$ cat src/rtl/latdec_pkg.sv
package latdec_pkg;
   localparam int unsigned DEF_ADDR_W = 3;
   localparam int unsigned MAX_ADDR_W = 6;

   function automatic int unsigned lines_for(input int unsigned aw);
      return 32'd1 << aw;
   endfunction
endpackage

$ cat src/rtl/latdec_hold.sv
module latdec_hold #(
   parameter int unsigned ADDR_W = latdec_pkg::DEF_ADDR_W
) (
   input  logic              clk,
   input  logic              rst,
   input  logic [ADDR_W-1:0] addr_in,
   input  logic              freeze,
   output logic [ADDR_W-1:0] addr_sel
);
   logic [ADDR_W-1:0] held_q;

   always_ff @(posedge clk) begin
      if (rst)
         held_q <= '0;
      else if (!freeze)
         held_q <= addr_in;
   end

   assign addr_sel = freeze ? held_q : addr_in;

   // a frozen edge never changes the stored address
   assert_hold_stable_R5: assert property (@(posedge clk) disable iff (rst)
      freeze |=> $stable(held_q));

   // reset leaves the stored address at zero
   assert_reset_clear_R1: assert property (@(posedge clk) disable iff (rst)
      $past(rst) |-> (held_q == '0));
endmodule

$ cat src/rtl/latdec_minterm.sv
module latdec_minterm #(
   parameter int unsigned ADDR_W = latdec_pkg::DEF_ADDR_W,
   localparam int unsigned LINES = latdec_pkg::lines_for(ADDR_W)
) (
   input  logic [ADDR_W-1:0] addr,
   output logic [LINES-1:0]  hot
);
   for (genvar m = 0; m < LINES; m++) begin : g_term
      localparam logic [ADDR_W-1:0] CODE = m[ADDR_W-1:0];
      assign hot[m] = (addr == CODE);
   end
endmodule

$ cat src/rtl/latdec_gate.sv
module latdec_gate #(
   parameter int unsigned LINES = 8
) (
   input  logic [LINES-1:0] hot,
   input  logic             en_hi,
   input  logic             en_lo_n,
   output logic [LINES-1:0] sel_n
);
   logic open_w;

   assign open_w = en_hi & ~en_lo_n;
   assign sel_n  = open_w ? ~hot : {LINES{1'b1}};
endmodule

$ cat src/rtl/latched_sel_decoder.sv
module latched_sel_decoder #(
   parameter int unsigned ADDR_W = latdec_pkg::DEF_ADDR_W,
   localparam int unsigned LINES = latdec_pkg::lines_for(ADDR_W)
) (
   input  logic              clk,
   input  logic              rst,
   input  logic [ADDR_W-1:0] addr_in,
   input  logic              freeze,
   input  logic              en_hi,
   input  logic              en_lo_n,
   output logic [LINES-1:0]  sel_n
);
   if (ADDR_W < 1 || ADDR_W > latdec_pkg::MAX_ADDR_W) begin : g_bad_width
      $error("latched_sel_decoder: ADDR_W out of range (R7)");
   end

   logic [ADDR_W-1:0] addr_sel;
   logic [LINES-1:0]  hot;

   latdec_hold #(.ADDR_W(ADDR_W)) u_hold (
      .clk     (clk),
      .rst     (rst),
      .addr_in (addr_in),
      .freeze  (freeze),
      .addr_sel(addr_sel)
   );

   latdec_minterm #(.ADDR_W(ADDR_W)) u_dec (
      .addr(addr_sel),
      .hot (hot)
   );

   latdec_gate #(.LINES(LINES)) u_gate (
      .hot    (hot),
      .en_hi  (en_hi),
      .en_lo_n(en_lo_n),
      .sel_n  (sel_n)
   );

   // a closed enable pair forces every line high
   assert_gated_off_R3: assert property (@(posedge clk) disable iff (rst)
      !(en_hi && !en_lo_n) |-> (&sel_n));

   // an open enable pair gives exactly one low line
   assert_single_low_R2: assert property (@(posedge clk) disable iff (rst)
      (en_hi && !en_lo_n) |-> ($countones(~sel_n) == 1));

   // when transparent, the low line follows the live address
   assert_transparent_R4: assert property (@(posedge clk) disable iff (rst)
      (!freeze && en_hi && !en_lo_n) |-> (sel_n[addr_in] == 1'b0));
endmodule

$ cat config.mk
export PLATFORM = sky130hd
export DESIGN_NAME = latched_sel_decoder
export DESIGN_NICKNAME = d
export VERILOG_FILES = /design/src/rtl/latdec_pkg.sv /design/src/rtl/latdec_hold.sv /design/src/rtl/latdec_minterm.sv /design/src/rtl/latdec_gate.sv /design/src/rtl/latched_sel_decoder.sv
export SDC_FILE = /design/constraint.sdc
export NUM_CORES = 1
export LEC_CHECK = 0
export BUFFER_PORTS_ARGS = -buffer_cell sky130_fd_sc_hd__buf_2
export CORE_AREA = 5 5 42 44
export CTS_BUF_LIST = sky130_fd_sc_hd__clkbuf_8
export CTS_CLUSTER_DIAMETER = 30
export DETAILED_ROUTE_END_ITERATION = 8
export DIE_AREA = 0 0 47 49
export GPL_ROUTABILITY_DRIVEN = 0
export PLACE_DENSITY_LB_ADDON = 0.05
export SYNTH_ARGS = -nofsm -noshare
export SYNTH_HDL_FRONTEND = slang
export SYNTH_SLANG_ARGS = --single-unit
export TNS_END_PERCENT = 30
$ cat constraint.sdc
create_clock -name clk -period 0.85 [get_ports clk]
set_input_delay 0.085 -clock clk [delete_from_list [all_inputs] [get_ports clk]]
set_output_delay 0.085 -clock clk [all_outputs]
set_load 0.03 [all_outputs]
==> impl_metrics.json, run 1 <==
{
  "status": "complete, but fails checks",
  "failed_checks": "negative setup slack",
  "finClkSkew_ns": 0,
  "setup_viol": 8,
  "cts_tree": "yes",
  "ant_nets": 0,
  "htree_levels": 1,
  "syn_area_per_cell_um2": 9.49,
  "pwr_density_cell_nw_per_um2": 1480,
  "cts_buffers": 3,
  "grt_pass1_vias": 278,
  "die-area_um2": 2300,
  "num_antenna_cells": 0,
  "clock_latency_ns": 0.21,
  "post_synth_and_or_nand_nor_area_fraction_pct": 31.4,
  "drtPass1Iterations": 1,
  "synth_xor_area_share_pct": 0,
  "power_frac_comb_pct": 20.8,
  "drt-total-wl_um": 765,
  "synth.area.mux_share_pct": 19.5,
  "critical_path.startpoint": "u_hold.held_q[0]",
  "grt_pass1_wl_mm": 1.21,
  "cp_data_arrival_time_ns": 1.12,
  "worst_slew_pin_slew_ns": 0.494,
  "reg2reg_from": "u_hold.held_q[2]",
  "layout_common_cells": "buf_4, o211ai_1, buf_2",
  "finalCritPeriodShare_pct": 142,
  "setup_slack_ns": -0.357,
  "syn_area_um2": 275,
  "synth_seq_cells": 3,
  "hp-start": "rst",
  "yosysUniqueCellTypes": 15,
  "synthCells": 29,
  "overflow": 0,
  "synth_compound_area_share_pct": 21.8,
  "cts_buffer_depth": 2,
  "num_rows": 14,
  "syn_nets": 37,
  "dp_slack_ns": -0.209,
  "synth_fa_ha_area_share_pct": 0,
  "period_needed_ns": 1.21,
  "synth_top_family_by_area": "simple AND/OR/NAND/NOR gates",
  "max_freq_mhz": 828,
  "die_w_um": 47,
  "num_vias": 302,
  "via_per_inst": 4.65,
  "clkPwrFrac_pct": 56.3,
  "seq_area_frac_synth_pct": 21.8,
  "layout_commonest_cell": "buf_4",
  "io_buffers": 15,
  "critical_path_class": "flop to primary output",
  "top_regs": "u_hold.held_q (3)",
  "start_kind": "flop",
  "grt_max_degree": 10,
  "final_area_um2": 468,
  "finalHoldViolCount": 0,
  "p_leak_nw": 0.200,
  "core-area_um2": 1400,
  "cts_root_buffer": "clkbuf_8",
  "min_path_type": "input port to flop",
  "seqPwrFrac_pct": 22.9,
  "top_register": "u_hold.held_q",
  "drive_above_1_share_pct": 57.1,
  "antenna_found_initial": 0,
  "internal_power_mw": 0.529,
  "largest_register_ffs": 3,
  "final-max-slew-violation-count": 0,
  "initial_core_util_pct": 19.6,
  "track_usage_pct": 7.17,
  "hpwlAfterDp_um": 642,
  "fill_cells": 159,
  "required_ns": 0.76,
  "area_delta_synth_final_pct": 70.0,
  "die_h_um": 49,
  "vdd_ir_drop_max_mv": 0.913,
  "nNetsFinal": 58,
  "drt_iter0_drc": 0,
  "yosysWarningCount": 0,
  "switching_share_pct": 23.8,
  "dpl_cell_area_um2": 393,
  "p_switching_mw": 0.165,
  "io_pins": 16,
  "drcViolationCount": 0,
  "worstPathMaxFanout": 5,
  "rsz0062_at_grt": "yes",
  "max-cap-violations": 0,
  "utilization_pct": 33.4,
  "clkTransAtPathRegs_ns": 0.03,
  "cts.sinks": 3,
  "avgRoutedWirePerCell_um": 11.8,
  "relSlewSlack_pct": 67.0,
  "cp-end-kind": "primary output"
}
==> power groups by stage <==
stage                     clock (mW)  sequential [mW]  combinational [mW]
after floorplan                    0            0.161              0.0836
after global placement             0            0.163               0.136
after detailed placement           0            0.163               0.140
after CTS                      0.407            0.162               0.147
after global routing           0.424            0.160               0.159
final                          0.391            0.159               0.144
==> worst paths after layout <==
path,to,slack [ns],cells after the start
hold / removal,u_hold.held_q[2],0.05,2
hold reg to reg,u_hold.held_q[0],0.53,2
setup reg to reg,u_hold.held_q[2],0.05,3
setup / recovery,sel_n[2],-0.36,3
==> repair_timing <==
action,in CTS,in global routing
pin swaps,1,1
resized for setup,10,2
hold buffers,0,0
setup buffers,0,0
endpoints found under the setup margin,8,8
==> cell usage after synthesis, drive strengths merged <==
master | number | area share, %
nor3b | 3 | 10
nor3 | 1 | 1.8
and3 | 1 | 2.3
buf | 2 | 5.5
nor2 | 3 | 4.1
dfxtp | 3 | 22
mux2 | 1 | 4.1
mux2i | 3 | 15
and3b | 3 | 11
o211ai | 8 | 22
nor2b | 1 | 2.3
==> through the flow <==
step	TNS, ns	total power [mW]	std cells	hold slack [ns]
finish	-2.69	0.694	65	0.0550
floorplan	-1.92	0.244	29	0.150
global route	-3.05	0.743	65	0.0652
CTS	-2.79	0.716	65	0.0524
global placement	-1.47	0.299	61	0.274
detailed placement	-1.61	0.303	61	0.281
==> layout make-up <==
cell class	count	area [um^2]	area share [%]
multi-input combinational	24	204	43.6
timing repair buffer	18	130	27.8
sequential	3	68.8	14.7
clock buffer	3	41.3	8.82
tap	16	20.0	4.28
clock inverter	1	3.75	0.802
==> cell families (layout without fill, tap and decap cells) <==
kind of cell | Yosys count | in the layout
AND/OR/NAND/NOR | 12 | 12
AO/OA/AOI/OAI | 8 | 8
multiplexers | 4 | 4
flip-flops | 3 | 3
buffers and inverters | 2 | 22
==> worst max-delay path, stage by stage, from the launching register on <==
cell	delay [ns]
dfxtp_4	0.34
and3b_4	0.29
o211ai_1	0.08
buf_4	0.20
==> per-layer routing <==
layer	part of all wire [%]	track usage [%]	wire length [um]	vias to the layer above
li1	-	-	-	153
met1	42	9.19	325	138
met2	45	9.95	348	11
met3	12	3.69	90	0
met4	0	2.76	0	0
met5	0	0	0	-
Note: power is estimated with default switching activity, not from simulation.
==> run 2, diff against run 1 <==
==> constraint.sdc (replaced) <==
create_clock -name clk -period 1.4 [get_ports clk]
set_input_delay 0.14 -clock clk [delete_from_list [all_inputs] [get_ports clk]]
set_output_delay 0.14 -clock clk [all_outputs]
set_load 0.03 [all_outputs]
==> run 2 against run 1 <==
Effect of this change:
- the flow now finishes without violations
- critical endpoint is now sel_n[4]
- routed wire length shrank 0.39%
- flip-flop and latch count did not move
- register-to-register slack improved by 0.65 ns
- core utilization is 4.3 points lower
- via count is 5.0% lower
- clock power decreased by 39%
- sequential power is 38% lower
- sequential share of layout area grew 0.63 points
==> impl_metrics.json, run 2 (synthesis results as in run 1) <==
{
  "worstPathCellList": "mux2_2 > o211ai_1 > buf_2",
  "drive_above_1_share_pct": 52.2,
  "cp-end-kind": "primary output",
  "crit_slowest_cell": "dfxtp_1",
  "dp_slack_ns": 0.127,
  "period_needed_ns": 1.31,
  "rrSetupSlack_ns": 0.70,
  "initial_core_util_pct": 19.6,
  "drt_iter0_drc": 1,
  "drcViolationCount": 0,
  "layout_commonest_cell": "buf_2",
  "finClkSkew_ns": 0,
  "p_switching_mw": 0.0979,
  "clkTransAtPathRegs_ns": 0.03,
  "htree_levels": 1,
  "avgRoutedWirePerCell_um": 12.3,
  "seqPwrFrac_pct": 24.1,
  "top_register": "u_hold.held_q",
  "fill_cells": 158,
  "max_freq_mhz": 762,
  "io_pins": 16,
  "via_per_inst": 4.63,
  "required_ns": 1.26,
  "nNetsFinal": 55,
  "die_h_um": 49,
  "worst_slew_pin_slew_ns": 0.467,
  "cp_slowest_stage_delay_ns": 0.32,
  "drtPass1Iterations": 2,
  "pwr_density_cell_nw_per_um2": 998,
  "setup_slack_ns": 0.0874,
  "setup_viol": 0,
  "power_frac_comb_pct": 17.6,
  "drt-total-wl_um": 762,
  "num_vias": 287,
  "vdd_ir_drop_max_mv": 0.567,
  "grt_pass1_wl_mm": 1.25,
  "num_antenna_cells": 0,
  "min_path_type": "input port to flop",
  "internal_power_mw": 0.309,
  "grt_pass1_vias": 315,
  "cts_buffers": 3,
  "switching_share_pct": 24.0,
  "num_rows": 14,
  "track_usage_pct": 7.52,
  "grt_max_degree": 13,
  "largest_register_ffs": 3,
  "worstPathMaxFanout": 4,
  "die-area_um2": 2300,
  "layout_common_cells": "buf_2, o211ai_1, nor2_1, clkbuf_8",
  "antenna_found_initial": 0,
  "cts.sinks": 3,
  "cts_root_buffer": "clkbuf_8",
  "relSlewSlack_pct": 68.8,
  "finalHoldViolCount": 0,
  "area_delta_synth_final_pct": 48.2,
  "io_buffers": 15,
  "hpwlAfterDp_um": 662,
  "final-max-slew-violation-count": 0,
  "top_regs": "u_hold.held_q (3)",
  "overflow": 0,
  "critical_path_class": "flop to primary output",
  "p_leak_nw": 0.166,
  "clkPwrFrac_pct": 58.3,
  "cp_data_arrival_time_ns": 1.17,
  "die_w_um": 47,
  "finalCritPeriodShare_pct": 93.8,
  "fin_tns_setup_ns": 0,
  "max-cap-violations": 0,
  "start_kind": "flop",
  "cts_tree": "yes",
  "cts_buffer_depth": 2,
  "clock_latency_ns": 0.21,
  "rsz0062_at_grt": "no",
  "core-area_um2": 1400,
  "status": "completed",
  "ant_nets": 0
}
[run 2: cell count changes in the layout (fill, tap and decap cells not counted), sizes merged]
cell / before / now
buf: 18 / 13
clkbuf: 3 / 5
[run 2: path summary, 6_finish.rpt]
path                         start               end  depth (start not counted)
setup / recovery  u_hold.held_q[2]          sel_n[4]                          3
hold / removal                 rst  u_hold.held_q[0]                          2
setup reg to reg  u_hold.held_q[2]  u_hold.held_q[2]                          2
hold reg to reg   u_hold.held_q[0]  u_hold.held_q[0]                          2
[run 2: through the flow]
stage	utilization (%)	std cells	area [um^2]	hold WS, ns	power, mW
2_1_floorplan	-	29	275	0.212	0.148
3_3_place_gp	25.4	58	355	0.334	0.169
3_5_place_dp	25.4	58	355	0.329	0.171
4_1_cts	28.6	62	400	0.103	0.419
5_1_grt	29.1	62	408	0.113	0.435
6_report	29.1	62	408	0.107	0.407
[run 2: repair_timing]
action / 4_1_cts / 5_1_grt
setup buffers: 0 / 0
hold buffers: 0 / 0
gates resized for setup: 0 / 4
endpoints found under the setup margin: 0 / 4
[run 2: worst max-delay path, delay by kind of cell, from the launching register on]
family                 cells  cell delay, ns
AO/OA/AOI/OAI              1            0.11
buffers and inverters      1            0.22
flip-flops                 1            0.32
multiplexers               1            0.31
[run 2: routing by layer]
layer / wire length [um] / GRT usage, % / vias to the layer above
li1: - / - / 148
met1: 293 / 7.22 / 128
met2: 379 / 12.4 / 11
met3: 89 / 5.17 / 0
met4: 0 / 2.30 / 0
met5: 0 / 0 / -
[run 2: cell type report]
type	instances	area (um^2)	share of cell area, %
multi-input combinational	24	200	49.1
clock inverter	1	3.75	0.920
sequential	3	62.6	15.3
tap	16	20.0	4.91
clock buffer	3	41.3	10.1
timing repair buffer	15	80.1	19.6
[run 2: power groups by stage]
stage                     Clock, mW  Sequential, mW  Combinational [mW]
after floorplan                   0          0.0970              0.0507
after global placement            0          0.0985              0.0706
after detailed placement          0          0.0982              0.0729
after CTS                     0.249          0.0972              0.0728
after global routing          0.258          0.0989              0.0786
final                         0.237          0.0981              0.0718
